File: config.mk
export PLATFORM = sky130hd
export DESIGN_NAME = sr_rampin
export DESIGN_NICKNAME = d
export VERILOG_FILES = /design/src/rtl/sr_rampin_pkg.sv /design/src/rtl/sr_period_timer.sv /design/src/rtl/sr_ramp_ctrl.sv /design/src/rtl/sr_ls_gate.sv /design/src/rtl/sr_rampin.sv
export SDC_FILE = /design/constraint.sdc
export NUM_CORES = 1
export LEC_CHECK = 0
export BUFFER_PORTS_ARGS = -buffer_cell sky130_fd_sc_hd__buf_2
export CAP_MARGIN = 40
export CORE_AREA = 2 2 54 56
export CTS_CLUSTER_DIAMETER = 150
export DETAILED_ROUTE_END_ITERATION = 8
export DIE_AREA = 0 0 56 58
export PLACE_DENSITY = 0.77
export SYNTH_ARGS = -nofsm -noshare
export SYNTH_HDL_FRONTEND = slang
export SYNTH_HIERARCHICAL = 1
export SYNTH_SLANG_ARGS = --single-unit
File: constraint.sdc
create_clock -name clk -period 3.3 [get_ports clk]
set_clock_uncertainty 0.2 [all_clocks]
set_input_delay 0.33 -clock clk [delete_from_list [all_inputs] [get_ports clk]]
set_output_delay 0.33 -clock clk [all_outputs]
set_load 0.01 [all_outputs]
File: src/rtl/sr_rampin_pkg.sv
package sr_rampin_pkg;

    typedef enum logic [1:0] {
        MODE_WAIT = 2'd0,
        MODE_RAMP = 2'd1,
        MODE_FULL = 2'd2
    } ramp_mode_e;

    typedef struct packed {
        ramp_mode_e mode;
        logic       ss_seen;
    } ctrl_state_t;

    function automatic int unsigned ceil_div(input int unsigned num, input int unsigned den);
        return (num + den - 1) / den;
    endfunction

endpackage

File: src/rtl/sr_period_timer.sv
module sr_period_timer #(
    parameter int unsigned PERIOD_TICKS = 32,
    parameter int unsigned TICK_W       = $clog2(PERIOD_TICKS + 1)
) (
    input  logic              clk,
    input  logic              rst,
    input  logic              period_start,
    input  logic              hs_drive,
    output logic [TICK_W-1:0] tick_cur,
    output logic              seen_cur,
    output logic              seen_run
);
    localparam logic [TICK_W-1:0] TICK_LAST = TICK_W'(PERIOD_TICKS - 1);

    logic [TICK_W-1:0] tick_q;
    logic              seen_q;

    always_comb begin
        tick_cur = period_start ? '0 : tick_q;
        seen_cur = period_start ? 1'b0 : seen_q;
    end

    always_ff @(posedge clk) begin
        if (rst) begin
            tick_q <= '0;
            seen_q <= 1'b0;
        end else begin
            if (tick_cur < TICK_LAST)
                tick_q <= tick_cur + TICK_W'(1);
            else
                tick_q <= tick_cur;
            seen_q <= seen_cur | hs_drive;
        end
    end

    assign seen_run = seen_q;
endmodule

File: src/rtl/sr_ramp_ctrl.sv
module sr_ramp_ctrl
    import sr_rampin_pkg::*;
#(
    parameter int unsigned PERIOD_TICKS = 32,
    parameter int unsigned RAMP_CYCLES  = 128,
    parameter int unsigned TICK_W       = $clog2(PERIOD_TICKS + 1),
    parameter int unsigned CNT_W        = $clog2(RAMP_CYCLES)
) (
    input  logic              clk,
    input  logic              rst,
    input  logic              ss_active,
    input  logic              hs_drive,
    input  logic              period_start,
    input  logic              seen_run,
    output ramp_mode_e        mode,
    output logic [CNT_W-1:0]  cnt,
    output logic [TICK_W-1:0] width
);
    localparam int unsigned      STEP     = ceil_div(PERIOD_TICKS, RAMP_CYCLES);
    localparam logic [CNT_W-1:0] CNT_LAST = CNT_W'(RAMP_CYCLES - 1);
    localparam logic [TICK_W:0]  FULL_W   = (TICK_W + 1)'(PERIOD_TICKS);

    ctrl_state_t       st_q, st_n;
    logic [CNT_W-1:0]  cnt_q, cnt_n;
    logic [TICK_W-1:0] width_q, width_n;
    logic [TICK_W:0]   w_sum;
    logic [TICK_W-1:0] w_grow;
    logic              ss_rise;

    always_comb begin
        w_sum  = {1'b0, width_q} + (TICK_W + 1)'(STEP);
        w_grow = (w_sum >= FULL_W) ? FULL_W[TICK_W-1:0] : w_sum[TICK_W-1:0];
    end

    assign ss_rise = ss_active & ~st_q.ss_seen;

    always_comb begin
        st_n         = st_q;
        st_n.ss_seen = ss_active;
        cnt_n        = cnt_q;
        width_n      = width_q;
        if (ss_rise) begin
            st_n.mode = MODE_WAIT;
            cnt_n     = '0;
            width_n   = TICK_W'(1);
        end else begin
            unique case (st_q.mode)
                MODE_WAIT: begin
                    if (hs_drive) begin
                        st_n.mode = MODE_RAMP;
                        cnt_n     = '0;
                        width_n   = TICK_W'(1);
                    end
                end
                MODE_RAMP: begin
                    if (period_start) begin
                        if (cnt_q == CNT_LAST) begin
                            st_n.mode = MODE_FULL;
                        end else begin
                            cnt_n = cnt_q + CNT_W'(1);
                            if (seen_run)
                                width_n = w_grow;
                        end
                    end
                end
                default: begin
                    st_n.mode = MODE_FULL;
                end
            endcase
        end
    end

    always_ff @(posedge clk) begin
        if (rst) begin
            st_q    <= '{mode: MODE_WAIT, ss_seen: 1'b0};
            cnt_q   <= '0;
            width_q <= TICK_W'(1);
        end else begin
            st_q    <= st_n;
            cnt_q   <= cnt_n;
            width_q <= width_n;
        end
    end

    assign mode  = st_q.mode;
    assign cnt   = cnt_q;
    assign width = width_q;
endmodule

File: src/rtl/sr_ls_gate.sv
module sr_ls_gate
    import sr_rampin_pkg::*;
#(
    parameter int unsigned PERIOD_TICKS = 32,
    parameter int unsigned TICK_W       = $clog2(PERIOD_TICKS + 1)
) (
    input  ramp_mode_e        mode,
    input  logic [TICK_W-1:0] tick_cur,
    input  logic [TICK_W-1:0] width,
    input  logic              seen_cur,
    input  logic              hs_drive,
    output logic              ls_en
);
    logic [TICK_W:0] win_start;
    logic            in_win;

    always_comb begin
        win_start = (TICK_W + 1)'(PERIOD_TICKS) - {1'b0, width};
        in_win    = {1'b0, tick_cur} >= win_start;
        unique case (mode)
            MODE_RAMP: ls_en = seen_cur & ~hs_drive & in_win;
            MODE_FULL: ls_en = ~hs_drive;
            default:   ls_en = 1'b0;
        endcase
    end
endmodule

File: src/rtl/sr_rampin.sv
module sr_rampin
    import sr_rampin_pkg::*;
#(
    parameter int unsigned PERIOD_TICKS = 32,
    parameter int unsigned RAMP_CYCLES  = 128
) (
    input  logic clk,
    input  logic rst,
    input  logic ss_active,
    input  logic period_start,
    input  logic hs_drive,
    output logic ls_en
);
    localparam int unsigned TICK_W = $clog2(PERIOD_TICKS + 1);
    localparam int unsigned CNT_W  = (RAMP_CYCLES > 1) ? $clog2(RAMP_CYCLES) : 1;

    logic [TICK_W-1:0] tick_cur;
    logic              seen_cur;
    logic              seen_run;
    ramp_mode_e        mode;
    logic [CNT_W-1:0]  cnt;
    logic [TICK_W-1:0] width;

    sr_period_timer #(
        .PERIOD_TICKS(PERIOD_TICKS),
        .TICK_W      (TICK_W)
    ) u_timer (
        .clk         (clk),
        .rst         (rst),
        .period_start(period_start),
        .hs_drive    (hs_drive),
        .tick_cur    (tick_cur),
        .seen_cur    (seen_cur),
        .seen_run    (seen_run)
    );

    sr_ramp_ctrl #(
        .PERIOD_TICKS(PERIOD_TICKS),
        .RAMP_CYCLES (RAMP_CYCLES),
        .TICK_W      (TICK_W),
        .CNT_W       (CNT_W)
    ) u_ctrl (
        .clk         (clk),
        .rst         (rst),
        .ss_active   (ss_active),
        .hs_drive    (hs_drive),
        .period_start(period_start),
        .seen_run    (seen_run),
        .mode        (mode),
        .cnt         (cnt),
        .width       (width)
    );

    sr_ls_gate #(
        .PERIOD_TICKS(PERIOD_TICKS),
        .TICK_W      (TICK_W)
    ) u_gate (
        .mode    (mode),
        .tick_cur(tick_cur),
        .width   (width),
        .seen_cur(seen_cur),
        .hs_drive(hs_drive),
        .ls_en   (ls_en)
    );
endmodule

# After elaboration in Yosys (flattened, before gate mapping)
# Cells that the tools add are included.
# word_totals
register_bits,23
output_inout_bits,1
elab_cells,51
# op_classes
add_sub_neg,4
n_lt_le_gt_ge,3
n_eq_ne,8
muxes,18
n_bitwise,6
reduce_logical,6
# ops
op,count
$mux 6,7
$mux 7,3
$pmux 7 s2,1
$pmux 6 s2,1
$ne 2x2->1 const B,4
$add 6x1->7 const B,1
$add 7x1->7 const B,1
$eq 7x7->1 const B,1
$ge 6x7->1,1
$ge 7x6->1 const B,1
$sub 6x6->7 const A,1
$add 6x1->6 const B,1
$lt 6x5->1 const B,1
$mux 2,3
$reduce_and 5->1,1
$pmux 2 s2,1
$reduce_and 4->1,1
$and 1x1->1,3
$reduce_and 3->1,1
$eq 2x1->1 const B,1
$eq 2x2->1 const B,1
$logic_not 2->1,1
$ne 2x1->1 const B,1
$not 1->1,2
5 further kinds,5

# Depth between registers and ports, before layout
# depth
ltp_word,7
mapped_depth,10

# By module
# Netlist, hierarchy kept.
# by_module_without_submodules
module,n_inst,cells_each,area_each_um2,seq_area_each_um2
sr_ramp_ctrl,1,97,855.8,320.3
sr_period_timer,1,42,387.9,140.1
sr_ls_gate,1,35,276.5,0.0

# Worst setup path after synthesis
# OpenSTA, ideal clock, no wires.
# synth_timing
path_kind,reg2out
start,register u_ctrl.width_q[0] (netlist: u_ctrl/width[0])
end,output ls_en
arrival_ns,2.089
required_ns,2.770
slack_ns,0.681
path_stages_with_launch,11
n_path_buf,0
cell_sequence,dfxtp_1 -> inv_1 -> ha_1 -> inv_1 -> or3_2 -> xnor2_1 -> ha_1 -> nand3_1 -> nand2_1 -> a41oi_1 -> a2111oi_2
# synth_via
elab_chain_cells,4
# synth_rtl
element,line_no,source
"start, declared",sr_ramp_ctrl.sv:25,"logic [TICK_W-1:0] width_q, width_n;"
"start signal, assigned",sr_ramp_ctrl.sv:81,width_q <= width_n;
$sub 6x6->7,sr_ls_gate.sv:18,"win_start = (TICK_W + 1)'(PERIOD_TICKS) - {1'b0, width};"
$ge 6x7->1,sr_ls_gate.sv:19,"in_win = {1'b0, tick_cur} >= win_start;"
$and 1x1->1,sr_ls_gate.sv:21,MODE_RAMP: ls_en = seen_cur & ~hs_drive & in_win;
$pmux 1 s2,sr_ls_gate.sv:20,unique case (mode)
"end, declared",sr_rampin.sv:12,output logic ls_en
# Every way passes these cells.

# Worst setup path after layout
# layout_timing
start,register u_ctrl.width_q[1] (netlist: u_ctrl/width[1])
end,output ls_en
# The elaborated chain is that of the path after synthesis.

==> impl_metrics.json <==
{
  "status": "finished, final reports clean",
  "cts_buffers": 3,
  "diodes": 0,
  "yosysTopAreaCellShare_pct": 30.3,
  "place.gp.congestion": 0.798,
  "endpoint_kind": "primary output",
  "crit_required_ns": 2.77,
  "port_buffers": 5,
  "grt.total_usage_pct": 18.7,
  "layout_min_cycle_time_ns": 3.07,
  "antenna_found_initial": 0,
  "drt_wl_total_um": 2800,
  "fp.coreArea_mm2": 0.00266,
  "netlist_area_mm2": 0.00152,
  "fin_setup_tns_ns": 0,
  "finalSetupViolCount": 0,
  "synth_seq_area_share_pct": 30.3,
  "power_density_mw_per_mm2": 302,
  "path_clk_slew_ns": 0.12,
  "final_nets": 194,
  "synth-compound-area-share_pct": 20.3,
  "hold_class": "input port to register",
  "startpoint_type": "register",
  "ir_worst_vdd_v": 0.000226,
  "syn_nets": 191,
  "wl_per_cell_um": 13.5,
  "insertion_delay_ns": 0.30,
  "drv_cap": 0,
  "slew_viol_final": 0,
  "firstDrtPassIters": 4,
  "cts_buffer_depth": 2,
  "synth-xor-area-share_pct": 4.61,
  "syn_area_per_cell_um2": 8.74,
  "synthFlopType": "dfxtp_1",
  "ios": 6,
  "grt_max_degree": 18,
  "grt_pass1_wl_um": 4890,
  "initial_utilization_pct": 57.1,
  "ys_ff_latch": 23,
  "rows": 19,
  "die_w_um": 56,
  "postCtsHoldBufs": 0,
  "layout-drive-gt1-share_pct": 11.4,
  "ys_top_cells_by_count": "dfxtp_1 (23), nor2_1 (21), ha_1 (12), nand2_1 (12)",
  "p_comb_share_pct": 11.5,
  "synth_edf_count": 0,
  "power.internal_uw": 351,
  "tightest_slew_ns": 0.479,
  "swShare_pct": 25.5,
  "grt_overflow": 0,
  "synth_simple_gate_area_share_pct": 26.2,
  "cts_root_buf": "clkbuf_4",
  "synth_adder_area_share_pct": 9.88,
  "cts_sinks": 23,
  "dieArea_mm2": 0.00325,
  "yosysUniqueCellTypes": 41,
  "pwr-share-clk_pct": 27.3,
  "area_growth_pct": 2.63,
  "synthCells": 174,
  "total_switching_power_uw": 120,
  "rsz0062_at_grt": "no",
  "clock.fmax_ghz": 0.326,
  "drtIter0Drc": 45,
  "yosysWarnings": 6,
  "vias": 1224,
  "routed_via_density": 5.91,
  "max-slew-margin-rel_pct": 67.7,
  "ys_top_cells_by_area": "dfxtp_1 (30%), ha_1 (9.9%), nor2_1 (5.2%)",
  "ant_nets": 0,
  "fillers": 244,
  "p_leak_uw": 0.000596,
  "cts_max_level": 1,
  "cts_tree": "built",
  "path_max_fanout": 5,
  "synthMuxAreaShare_pct": 2.63,
  "drc": 0,
  "die_y_um": 58,
  "grt_pass1_vias": 1173,
  "synth_most_common_cell": "dfxtp_1",
  "hold_viol": 0,
  "postCtsSetupBuffers": 0,
  "period_share_pct": 93.0,
  "seqPwrFrac_pct": 61.2,
  "async_flop_share_pct": 0,
  "post-dp-hpwl_um": 2170,
  "synth_top_family_by_area": "simple AND/OR/NAND/NOR gates",
  "power_uw": 471,
  "path_class": "register to primary output",
  "yosysTopAreaCell": "dfxtp_1",
  "worstPathArrival_ns": 2.54
}
-- kinds of logic after synthesis --
kind of cell,count (synthesis)
flip-flops,23
AO/OA/AOI/OAI,33
buffers and inverters,18
multiplexers,4
adder cells (fa/ha/maj),12
AND/OR/NAND/NOR,76
XOR/XNOR,8
-- per-stage QoR --
step                      hold slack, ns  std cells  instance area, µm²  setup WS, ns  util [%]
final                             0.0774        207                1560         0.232      58.6
after global routing              0.0792        207                1560        0.0368      58.6
after CTS                         0.0663        207                1560         0.124      58.6
after detailed placement           0.284        203                1530         0.485      57.6
after global placement             0.265        203                1530         0.586      57.6
after floorplan                    0.202        174                1520         0.681         -
-- cells in the final DEF, fill, tap and decap left out, types with 3 or more instances in the layout --
master	netlist	routed
nand3_1	11	11
a21oi_1	4	4
buf_2	2	5
xor2_1	6	6
and3_1	3	3
mux2i_1	4	4
inv_1	11	11
nand2_1	12	12
nor2b_1	10	10
ha_1	12	12
nor2_1	21	21
a41oi_1	3	3
a31oi_1	5	5
o21ai_0	5	5
dfxtp_1	23	22
nand2b_1	7	7
nor3_1	3	3
clkbuf_4	0	3
-- path summary, 6_finish.rpt --
check / start / to / slack, ns / depth (start not counted)
max: u_ctrl/width[1] / ls_en / 0.23 / 11
min: ss_active / u_ctrl/st_q[0] / 0.08 / 2
max reg2reg: u_ctrl/cnt[0] / u_ctrl/cnt[5] / 1.32 / 6
min reg2reg: u_ctrl/cnt[1] / u_ctrl/cnt[1] / 0.30 / 2
-- power groups by stage --
stage	clock network [µW]	registers, µW	logic, µW
floorplan	0	291	44.9
global placement	0	294	51.5
detailed placement	0	294	53.7
CTS	135	288	54.0
global route	146	289	60.2
finish	129	288	54.0
-- critical path: stages (launching register included) --
cell	delay, ns
dfxtp_1	0.38
inv_1	0.07
ha_1	0.17
inv_1	0.06
or3_2	0.42
xnor2_1	0.16
ha_1	0.32
nand3_1	0.07
nand2_1	0.07
a41oi_1	0.05
a2111oi_2	0.30
buf_2	0.18
-- final cells by class --
cell class	instances	area, µm²	share of cell area (%)
Multi-Input combinational cell	133	967	62.0
Sequential cell	23	462	29.6
Inverter	11	41.3	2.65
Tap cell	31	38.8	2.49
Clock buffer	4	26.3	1.68
Timing Repair Buffer	5	25.0	1.60
-- flip-flops by register name, indices dropped and copies added (netlist names) --
| signal | cells |
|---|---|
| u_ctrl/cnt | 7 |
| u_ctrl/width | 6 |
| u_timer/tick_q | 6 |
| u_ctrl/mode | 2 |
| u_ctrl/st_q | 1 |
| u_timer/seen_run | 1 |
-- metal layers --
metal / part of all wire [%] / up-vias / global-route usage (%)
li1: - / 620 / -
met1: 49 / 586 / 24.6
met2: 47 / 14 / 30.6
met3: 2.9 / 4 / 2.01
met4: 1.3 / 0 / 9.86
met5: 0 / - / 0
-- timing repair --
item,4_1_cts,5_1_grt
endpoints found under the setup margin,0,1
hold endpoints to repair,0,0
gates resized for setup,0,1
(Power assumes the default switching activity.)
